**config.mk**
```make
export PLATFORM = sky130hd
export DESIGN_NAME = fdma_engine
export DESIGN_NICKNAME = d
export VERILOG_FILES = /design/src/rtl/fdma_pkg.sv /design/src/rtl/fdma_regs.sv /design/src/rtl/fdma_seq.sv /design/src/rtl/fdma_engine.sv
export SDC_FILE = /design/constraint.sdc
export NUM_CORES = 1
export LEC_CHECK = 0
export BUFFER_PORTS_ARGS = -buffer_cell sky130_fd_sc_hd__buf_2
export CELL_PAD_IN_SITES_DETAIL_PLACEMENT = 0
export CELL_PAD_IN_SITES_GLOBAL_PLACEMENT = 2
export CORE_MARGIN = 10
export CORE_UTILIZATION = 32
export CTS_CLUSTER_SIZE = 8
export DETAILED_ROUTE_END_ITERATION = 8
export HOLD_SLACK_MARGIN = 0.05
export PLACE_DENSITY_LB_ADDON = 0.1
export SETUP_SLACK_MARGIN = 0.2
export SYNTH_ARGS = -nofsm -noshare
export SYNTH_HDL_FRONTEND = slang
export SYNTH_SLANG_ARGS = --single-unit
```
**constraint.sdc**
```tcl
create_clock -name clk -period 3 [get_ports clk]
set_clock_uncertainty 0.15 [all_clocks]
set_input_delay 0.3 -clock clk [delete_from_list [all_inputs] [get_ports clk]]
set_output_delay 0.3 -clock clk [all_outputs]
set_load 0.01 [all_outputs]
```
**src/rtl/fdma_pkg.sv**
```systemverilog
package fdma_pkg;

    localparam logic [7:0] OFS_IRQ   = 8'h08;
    localparam logic [7:0] OFS_CTL   = 8'h80;
    localparam logic [7:0] OFS_FBASE = 8'h84;
    localparam logic [7:0] OFS_DBASE = 8'h88;
    localparam logic [7:0] OFS_LEN   = 8'h8C;

    localparam int IEN_BIT  = 3;
    localparam int DONE_BIT = 11;

    typedef enum logic [1:0] {
        ST_IDLE  = 2'd0,
        ST_FETCH = 2'd1,
        ST_STORE = 2'd2
    } seq_state_t;

endpackage

```
**src/rtl/fdma_regs.sv**
```systemverilog
module fdma_regs
    import fdma_pkg::*;
#(
    parameter int AW     = 32,
    parameter int LEN_HI = 24
) (
    input  logic               clk,
    input  logic               rst_n,
    input  logic [7:0]         reg_addr,
    input  logic               reg_wen,
    input  logic [31:0]        reg_wdata,
    output logic [31:0]        reg_rdata,
    input  logic               busy,
    input  logic [LEN_HI-2:0]  rem_words,
    input  logic               done,
    output logic               ctl_en,
    output logic               ctl_dir,
    output logic [AW-1:0]      flash_base,
    output logic [AW-1:0]      dram_base,
    output logic [LEN_HI-2:0]  len_words,
    output logic               irq_en,
    output logic               irq_stat,
    output logic               start,
    output logic               start_dir,
    output logic               abort
);

    localparam int CW  = LEN_HI - 1;
    localparam int PAD = 32 - LEN_HI - 1;

    logic wr_ctl, wr_fb, wr_db, wr_len, wr_irq;
    logic [31:0] fb_ext, db_ext, len_ext;

    assign wr_ctl = reg_wen && (reg_addr == OFS_CTL);
    assign wr_fb  = reg_wen && (reg_addr == OFS_FBASE);
    assign wr_db  = reg_wen && (reg_addr == OFS_DBASE);
    assign wr_len = reg_wen && (reg_addr == OFS_LEN);
    assign wr_irq = reg_wen && (reg_addr == OFS_IRQ);

    assign start     = wr_ctl && reg_wdata[0] && !ctl_en;
    assign start_dir = reg_wdata[1];
    assign abort     = wr_ctl && !reg_wdata[0] && busy;

    always_ff @(posedge clk) begin
        if (!rst_n) begin
            ctl_en     <= 1'b0;
            ctl_dir    <= 1'b0;
            flash_base <= '0;
            dram_base  <= '0;
            len_words  <= '0;
            irq_en     <= 1'b0;
        end else begin
            if (wr_ctl) begin
                ctl_en  <= reg_wdata[0];
                ctl_dir <= reg_wdata[1];
            end
            if (wr_fb && !busy)
                flash_base <= {reg_wdata[AW-1:2], 2'b00};
            if (wr_db && !busy)
                dram_base <= {reg_wdata[AW-1:2], 2'b00};
            if (wr_len && !busy)
                len_words <= reg_wdata[LEN_HI:2];
            if (wr_irq)
                irq_en <= reg_wdata[IEN_BIT];
        end
    end

    // completion flag: hardware set wins over a clearing write
    always_ff @(posedge clk) begin
        if (!rst_n)
            irq_stat <= 1'b0;
        else if (done)
            irq_stat <= 1'b1;
        else if (start)
            irq_stat <= 1'b0;
        else if (wr_irq)
            irq_stat <= irq_stat & reg_wdata[DONE_BIT];
    end

    always_comb begin
        fb_ext = '0;
        db_ext = '0;
        fb_ext[AW-1:0] = flash_base;
        db_ext[AW-1:0] = dram_base;
        len_ext = {{PAD{1'b0}}, (busy ? rem_words : len_words), 2'b00};
    end

    always_comb begin
        reg_rdata = '0;
        unique case (reg_addr)
            OFS_CTL:   reg_rdata = {30'd0, ctl_dir, ctl_en};
            OFS_FBASE: reg_rdata = fb_ext;
            OFS_DBASE: reg_rdata = db_ext;
            OFS_LEN:   reg_rdata = len_ext;
            OFS_IRQ: begin
                reg_rdata[IEN_BIT]  = irq_en;
                reg_rdata[DONE_BIT] = irq_stat;
            end
            default:   reg_rdata = '0;
        endcase
    end

    // completion from the sequencer must land in the flag
    p_done_sets_flag_r6: assert property (@(posedge clk) disable iff (!rst_n)
        done |=> irq_stat);

    // a fresh start clears any stale completion
    p_start_clears_r10: assert property (@(posedge clk) disable iff (!rst_n)
        start |=> !irq_stat);

    // programmed length is frozen while busy
    p_len_frozen_r9: assert property (@(posedge clk) disable iff (!rst_n)
        (busy && wr_len) |=> $stable(len_words));

    // an abort leaves the enable bit low
    p_abort_clears_en_r8: assert property (@(posedge clk) disable iff (!rst_n)
        abort |=> !ctl_en);

    localparam int UNUSED_CW = CW;

endmodule

```
**src/rtl/fdma_seq.sv**
```systemverilog
module fdma_seq
    import fdma_pkg::*;
#(
    parameter int AW     = 32,
    parameter int LEN_HI = 24
) (
    input  logic              clk,
    input  logic              rst_n,
    input  logic              start,
    input  logic              start_dir,
    input  logic              abort,
    input  logic [AW-1:0]     flash_base,
    input  logic [AW-1:0]     dram_base,
    input  logic [LEN_HI-2:0] len_words,
    output logic              busy,
    output logic [LEN_HI-2:0] rem_words,
    output logic              done,
    output logic              fl_req,
    output logic              fl_we,
    output logic [AW-1:0]     fl_addr,
    output logic [31:0]       fl_wdata,
    input  logic              fl_ack,
    input  logic [31:0]       fl_rdata,
    output logic              mem_req,
    output logic              mem_we,
    output logic [AW-1:0]     mem_addr,
    output logic [31:0]       mem_wdata,
    input  logic              mem_ack,
    input  logic [31:0]       mem_rdata
);

    localparam int CW = LEN_HI - 1;
    localparam logic [AW-1:0] STEP = AW'(4);
    localparam logic [CW-1:0] ONE  = CW'(1);

    seq_state_t state, nxt;
    logic [AW-1:0] src_ptr, dst_ptr;
    logic [CW-1:0] rem;
    logic          dir;
    logic [31:0]   data_q;
    logic          src_ack, dst_ack;
    logic [31:0]   src_data;
    logic          last;

    assign src_ack  = dir ? mem_ack   : fl_ack;
    assign dst_ack  = dir ? fl_ack    : mem_ack;
    assign src_data = dir ? mem_rdata : fl_rdata;
    assign last     = (rem == '0);

    // state register
    always_ff @(posedge clk) begin
        if (!rst_n)
            state <= ST_IDLE;
        else
            state <= nxt;
    end

    // next state
    always_comb begin
        nxt = state;
        unique case (state)
            ST_IDLE:  if (start) nxt = ST_FETCH;
            ST_FETCH: begin
                if (abort)        nxt = ST_IDLE;
                else if (src_ack) nxt = ST_STORE;
            end
            ST_STORE: begin
                if (abort)        nxt = ST_IDLE;
                else if (dst_ack) nxt = last ? ST_IDLE : ST_FETCH;
            end
            default:              nxt = ST_IDLE;
        endcase
    end

    // datapath
    always_ff @(posedge clk) begin
        if (!rst_n) begin
            src_ptr <= '0;
            dst_ptr <= '0;
            rem     <= '0;
            dir     <= 1'b0;
            data_q  <= '0;
        end else begin
            if (state == ST_IDLE && start) begin
                dir     <= start_dir;
                src_ptr <= start_dir ? dram_base  : flash_base;
                dst_ptr <= start_dir ? flash_base : dram_base;
                rem     <= len_words;
            end
            if (state == ST_FETCH && src_ack && !abort)
                data_q <= src_data;
            if (state == ST_STORE && dst_ack && !abort && !last) begin
                src_ptr <= src_ptr + STEP;
                dst_ptr <= dst_ptr + STEP;
                rem     <= rem - ONE;
            end
        end
    end

    // outputs
    always_comb begin
        busy      = (state != ST_IDLE);
        rem_words = rem;
        done      = (state == ST_STORE) && dst_ack && last && !abort;
        fl_req    = ((state == ST_FETCH) && !dir) || ((state == ST_STORE) && dir);
        mem_req   = ((state == ST_FETCH) && dir)  || ((state == ST_STORE) && !dir);
        fl_we     = (state == ST_STORE);
        mem_we    = (state == ST_STORE);
        fl_addr   = dir ? dst_ptr : src_ptr;
        mem_addr  = dir ? src_ptr : dst_ptr;
        fl_wdata  = data_q;
        mem_wdata = data_q;
    end

    // never both ports at once
    p_one_port_r5: assert property (@(posedge clk) disable iff (!rst_n)
        !(fl_req && mem_req));

    // a pending request keeps its address until acknowledged
    p_fl_hold_r5: assert property (@(posedge clk) disable iff (!rst_n)
        (fl_req && !fl_ack && !abort) |=> (fl_req && $stable(fl_addr)));
    p_mem_hold_r5: assert property (@(posedge clk) disable iff (!rst_n)
        (mem_req && !mem_ack && !abort) |=> (mem_req && $stable(mem_addr)));

    // addresses stay word aligned
    p_aligned_r2: assert property (@(posedge clk) disable iff (!rst_n)
        (fl_req |-> fl_addr[1:0] == 2'b00) and (mem_req |-> mem_addr[1:0] == 2'b00));

    // abort silences both ports next cycle
    p_abort_quiet_r8: assert property (@(posedge clk) disable iff (!rst_n)
        abort |=> (!fl_req && !mem_req));

    // pointers advance one word after each non-final store
    p_step_r4: assert property (@(posedge clk) disable iff (!rst_n)
        (state == ST_STORE && dst_ack && !abort && !last) |=>
            (src_ptr == $past(src_ptr) + STEP));

endmodule

```
**src/rtl/fdma_engine.sv**
```systemverilog
module fdma_engine
    import fdma_pkg::*;
#(
    parameter int AW     = 32,
    parameter int LEN_HI = 24
) (
    input  logic          clk,
    input  logic          rst_n,
    input  logic [7:0]    reg_addr,
    input  logic          reg_wen,
    input  logic [31:0]   reg_wdata,
    output logic [31:0]   reg_rdata,
    output logic          irq,
    output logic          fl_req,
    output logic          fl_we,
    output logic [AW-1:0] fl_addr,
    output logic [31:0]   fl_wdata,
    input  logic          fl_ack,
    input  logic [31:0]   fl_rdata,
    output logic          mem_req,
    output logic          mem_we,
    output logic [AW-1:0] mem_addr,
    output logic [31:0]   mem_wdata,
    input  logic          mem_ack,
    input  logic [31:0]   mem_rdata
);

    localparam int CW = LEN_HI - 1;

    logic          busy, done, start, start_dir, abort;
    logic          ctl_en, ctl_dir, irq_en, irq_stat;
    logic [CW-1:0] rem_words, len_words;
    logic [AW-1:0] flash_base, dram_base;

    fdma_regs #(.AW(AW), .LEN_HI(LEN_HI)) u_regs (
        .clk        (clk),
        .rst_n      (rst_n),
        .reg_addr   (reg_addr),
        .reg_wen    (reg_wen),
        .reg_wdata  (reg_wdata),
        .reg_rdata  (reg_rdata),
        .busy       (busy),
        .rem_words  (rem_words),
        .done       (done),
        .ctl_en     (ctl_en),
        .ctl_dir    (ctl_dir),
        .flash_base (flash_base),
        .dram_base  (dram_base),
        .len_words  (len_words),
        .irq_en     (irq_en),
        .irq_stat   (irq_stat),
        .start      (start),
        .start_dir  (start_dir),
        .abort      (abort)
    );

    fdma_seq #(.AW(AW), .LEN_HI(LEN_HI)) u_seq (
        .clk        (clk),
        .rst_n      (rst_n),
        .start      (start),
        .start_dir  (start_dir),
        .abort      (abort),
        .flash_base (flash_base),
        .dram_base  (dram_base),
        .len_words  (len_words),
        .busy       (busy),
        .rem_words  (rem_words),
        .done       (done),
        .fl_req     (fl_req),
        .fl_we      (fl_we),
        .fl_addr    (fl_addr),
        .fl_wdata   (fl_wdata),
        .fl_ack     (fl_ack),
        .fl_rdata   (fl_rdata),
        .mem_req    (mem_req),
        .mem_we     (mem_we),
        .mem_addr   (mem_addr),
        .mem_wdata  (mem_wdata),
        .mem_ack    (mem_ack),
        .mem_rdata  (mem_rdata)
    );

    assign irq = irq_en && irq_stat && ctl_en;

    // interrupt only while the engine is enabled and the flag is set
    p_irq_gate_r6: assert property (@(posedge clk) disable iff (!rst_n)
        irq |-> (irq_stat && ctl_en));

    // nothing runs while the enable bit is low after it has settled
    p_idle_when_off_r8: assert property (@(posedge clk) disable iff (!rst_n)
        (!ctl_en && !start) |=> !busy);

    logic unused_dir;
    assign unused_dir = ctl_dir;

endmodule

```
==> results.md <==
* Status: finished, final reports clean
* P_sw at 1.449 mW
* Initial Util at 32.59%
* Via count at 12540
* GRT Util Overall at 21.96%
* Die Y-Extent at 213.8 um
* Min-delay worst type: primary input to register
* Leakage at 6.085 nW
* TritonCTS Buffers at 29
* Multi-input gate area at 0.007171 mm^2
* Setup crit start kind: register
* Setup violators final at 0
* Seq cells post-synth at 205
* Port Buffers at 269
* Largest net degree at the start of global routing at 111
* Root Driver: clkbuf_16
* Nets at 1914
* Comb power frac at 7.0%
* First-pass GRT wire length at 77340 um
* Main synth FF type: dfxtp_1
* CP max stage delay at 0.71 ns
* RePlAce Congestion at 0.8642
* Antenna Cells at 0
* CTS tree: done
* Io pins at 274
* Power, Total at 6.077 mW
* ANT nets after route at 0
* Setup_tns at 0 ns
* Pwr Density at 387.5 mW/mm^2
* Antenna violations before repair at 0
* Register area at 0.004108 mm^2
* Buf+Inv Stages, Crit Path at 2
* Die ar. at 0.04570 mm^2
* Drt pass-1 iters at 5
* Reg2Reg Depth at 9
* Yosys synthesis warning count at 0
* Peak VDD IR at 395.9 uV
* F_max at 0.3778 GHz
* Number of global-route vias before repair at 11940
* Iteration-0 DRC Markers at 952
* Crit-path max FO at 7
* Worst Path Arrival at 2.92 ns
* Final worst path period need at 2.647 ns
* Synth area leader: dfxtp_1
* Worst-path clk slew at 0.05 ns
* Hold Path Stages at 4
* Finished Layout Cells at 2308
* Top cell type's share of synthesized area at 34.15%
* Core area at 0.03687 mm^2
* Synth Area per Inst at 8.103 um^2
* Fraction of layout cells with a size suffix above 1 at 27.00%
* Crit-path cells: inv_1, ha_1, nor2b_1, nand4b_4, nor2_4, buf_4, or4_1, o311ai_0, a21oi_1
* Layout area overhead at 30.49%
* Grt ovf at 0
* Die W at 213.8 um
* Total wire length at 52040 um
* Switching fraction of total power at 23.84%
* Clock share of power at 48.1%
* Drt drc at 0
* CP endpoint kind: register
* Critical Path RT at 3.27 ns
* Final WS setup at 0.3533 ns
* Pre-CTS setup slack at 0.1288 ns
* Mapped cell area at 0.01202 mm^2
* Cell count after synthesis at 1483
* Placed cell areas at 0.01385 mm^2
* RSZ-0062 raised after global routing: yes
* Fillers at 3749
* Synth top area cells: dfxtp_1 34%, mux2i_1 9.4%, mux2_2 7.0%, nand2_1 6.3%, a21oi_1 5.7%
* Top delay family on crit path: simple AND/OR/NAND/NOR gates
* Clock Latency Late Sink at 0.55 ns
* Final worst path period share at 88.22%
* Longest Clk Path Bufs at 3
* Worst slew pin tran at 0.6493 ns
* Cell-internal power at 4.628 mW
* Placed Cells at 2171
* H-tree depth at 1
* Maxcap violations at 0
* Async SR Flop Fraction at 0%
* Sequential power share at 44.9%
* WS Path Type: register to register
* Max stage delay cell, worst path: or4_1
* Max Slew Vio Count at 0
* Count leader, synth: dfxtp_1
* Cell Rows at 70
* Final HPWL DP at 38300 um
* Post-synth EDFFs at 0
* Number of vias per cell at 5.431
* Design Area, Final at 0.01568 mm^2
* Seq/Total Area, Yosys at 34.15%
* Clk sinks at 205
* Final hold violation count at 0
* Worst slew margin at 56.71%
* CP Depth at 9
* Synth cell types at 77
* Synth cell count leaders: 205 x dfxtp_1, 203 x nand2_1, 151 x nor2_1
* WL per Instance at 22.55 um
[layer usage]
metal	vias up	GRT usage (%)	share of wire (%)
met4	0	3.569	1.2
li1	5999	-	-
met2	423	33.41	44
met1	6073	32.16	49
met5	-	0	0
met3	40	3.548	6.3
[final cells by class]
class,count,area share [%]
Timing Repair Buffer,434,18.80
Tap cell,504,4.022
Sequential cell,205,26.20
Clock buffer,33,4.724
Multi-Input combinational cell,1112,45.73
Inverter,19,0.4708
Clock inverter,1,0.05586
[power by group through the flow]
stage | registers [mW] | logic (mW) | clock network [mW]
6_report | 2.73 | 0.425 | 2.92
5_1_grt | 2.73 | 0.459 | 3.08
4_1_cts | 2.73 | 0.422 | 3.00
3_5_place_dp | 2.79 | 0.318 | 0
3_3_place_gp | 2.79 | 0.317 | 0
2_1_floorplan | 2.79 | 0.156 | 0
[worst paths after layout]
kind,startpoint,endpoint,slack [ns]
min,fl_ack,u_seq.state[0],0.07
max,u_seq.rem_words[0],u_seq.rem_words[14],0.35
min reg2reg,u_regs.irq_en,u_regs.irq_en,0.32
max reg2reg,u_seq.rem_words[0],u_seq.rem_words[14],0.35
[stage by stage]
step           utilization, %  hold slack [ns]
3_3_place_gp            37.57           0.3126
2_1_floorplan               -           0.2860
4_1_cts                 42.35          0.06613
3_5_place_dp            37.57           0.3185
5_1_grt                 42.52           0.1056
6_report                42.52          0.07146
[timing repair]
action,CTS,global route
endpoints found under the hold margin,122,0
setup endpoints to repair,33,17
setup buffers,0,3
hold buffers,100,0
resized for setup,4,7
pin swaps,0,3
[cell usage in the layout (no fill, tap or decap), types with 19 or more instances in the layout]
master / count
clkbuf_16: 29
a31oi_1: 19
a21oi_1: 137
nor2_1: 149
buf_2: 269
nand2_1: 202
a22oi_1: 36
nand3_1: 31
o21ai_0: 48
nand4_1: 19
nor3_1: 23
dfxtp_1: 204
o211ai_1: 21
a211oi_1: 46
buf_4: 56
mux2i_1: 112
mux2_2: 75
dlygate4sd3_1: 100
[worst reg2reg max path: stages (launching register included)]
cell and delay, ns:
dfxtp_1 0.35, inv_1 0.10, ha_1 0.23, nor2b_1 0.17
nand4b_4 0.12, nor2_4 0.09, buf_4 0.14, or4_1 0.71
o311ai_0 0.37, a21oi_1 0.10
[cells by family after synthesis]
family | after synthesis | share of synthesized area [%]
buffers and inverters | 169 | 6.924
adders and majority gates | 4 | 0.4165
other | 1 | 0.03121
and+or+nand+nor | 525 | 20.63
AOI/OAI and AO/OA | 391 | 21.41
DFF | 205 | 34.15
muxes | 188 | 16.44
[sequential cells by signal, indices dropped and copies added (netlist names)]
register / cells
u_regs.len_words: 23
u_regs.ctl_dir: 1
u_regs.ctl_en: 1
u_seq.dst_ptr: 30
u_seq.fl_wdata: 32
u_seq.dir: 1
u_seq.src_ptr: 30
u_regs.flash_base: 30
u_seq.state: 2
u_regs.dram_base: 30
u_regs.irq_en: 1
u_regs.irq_stat: 1
u_seq.rem_words: 23
Note: power is estimated with default switching activity, not from simulation.
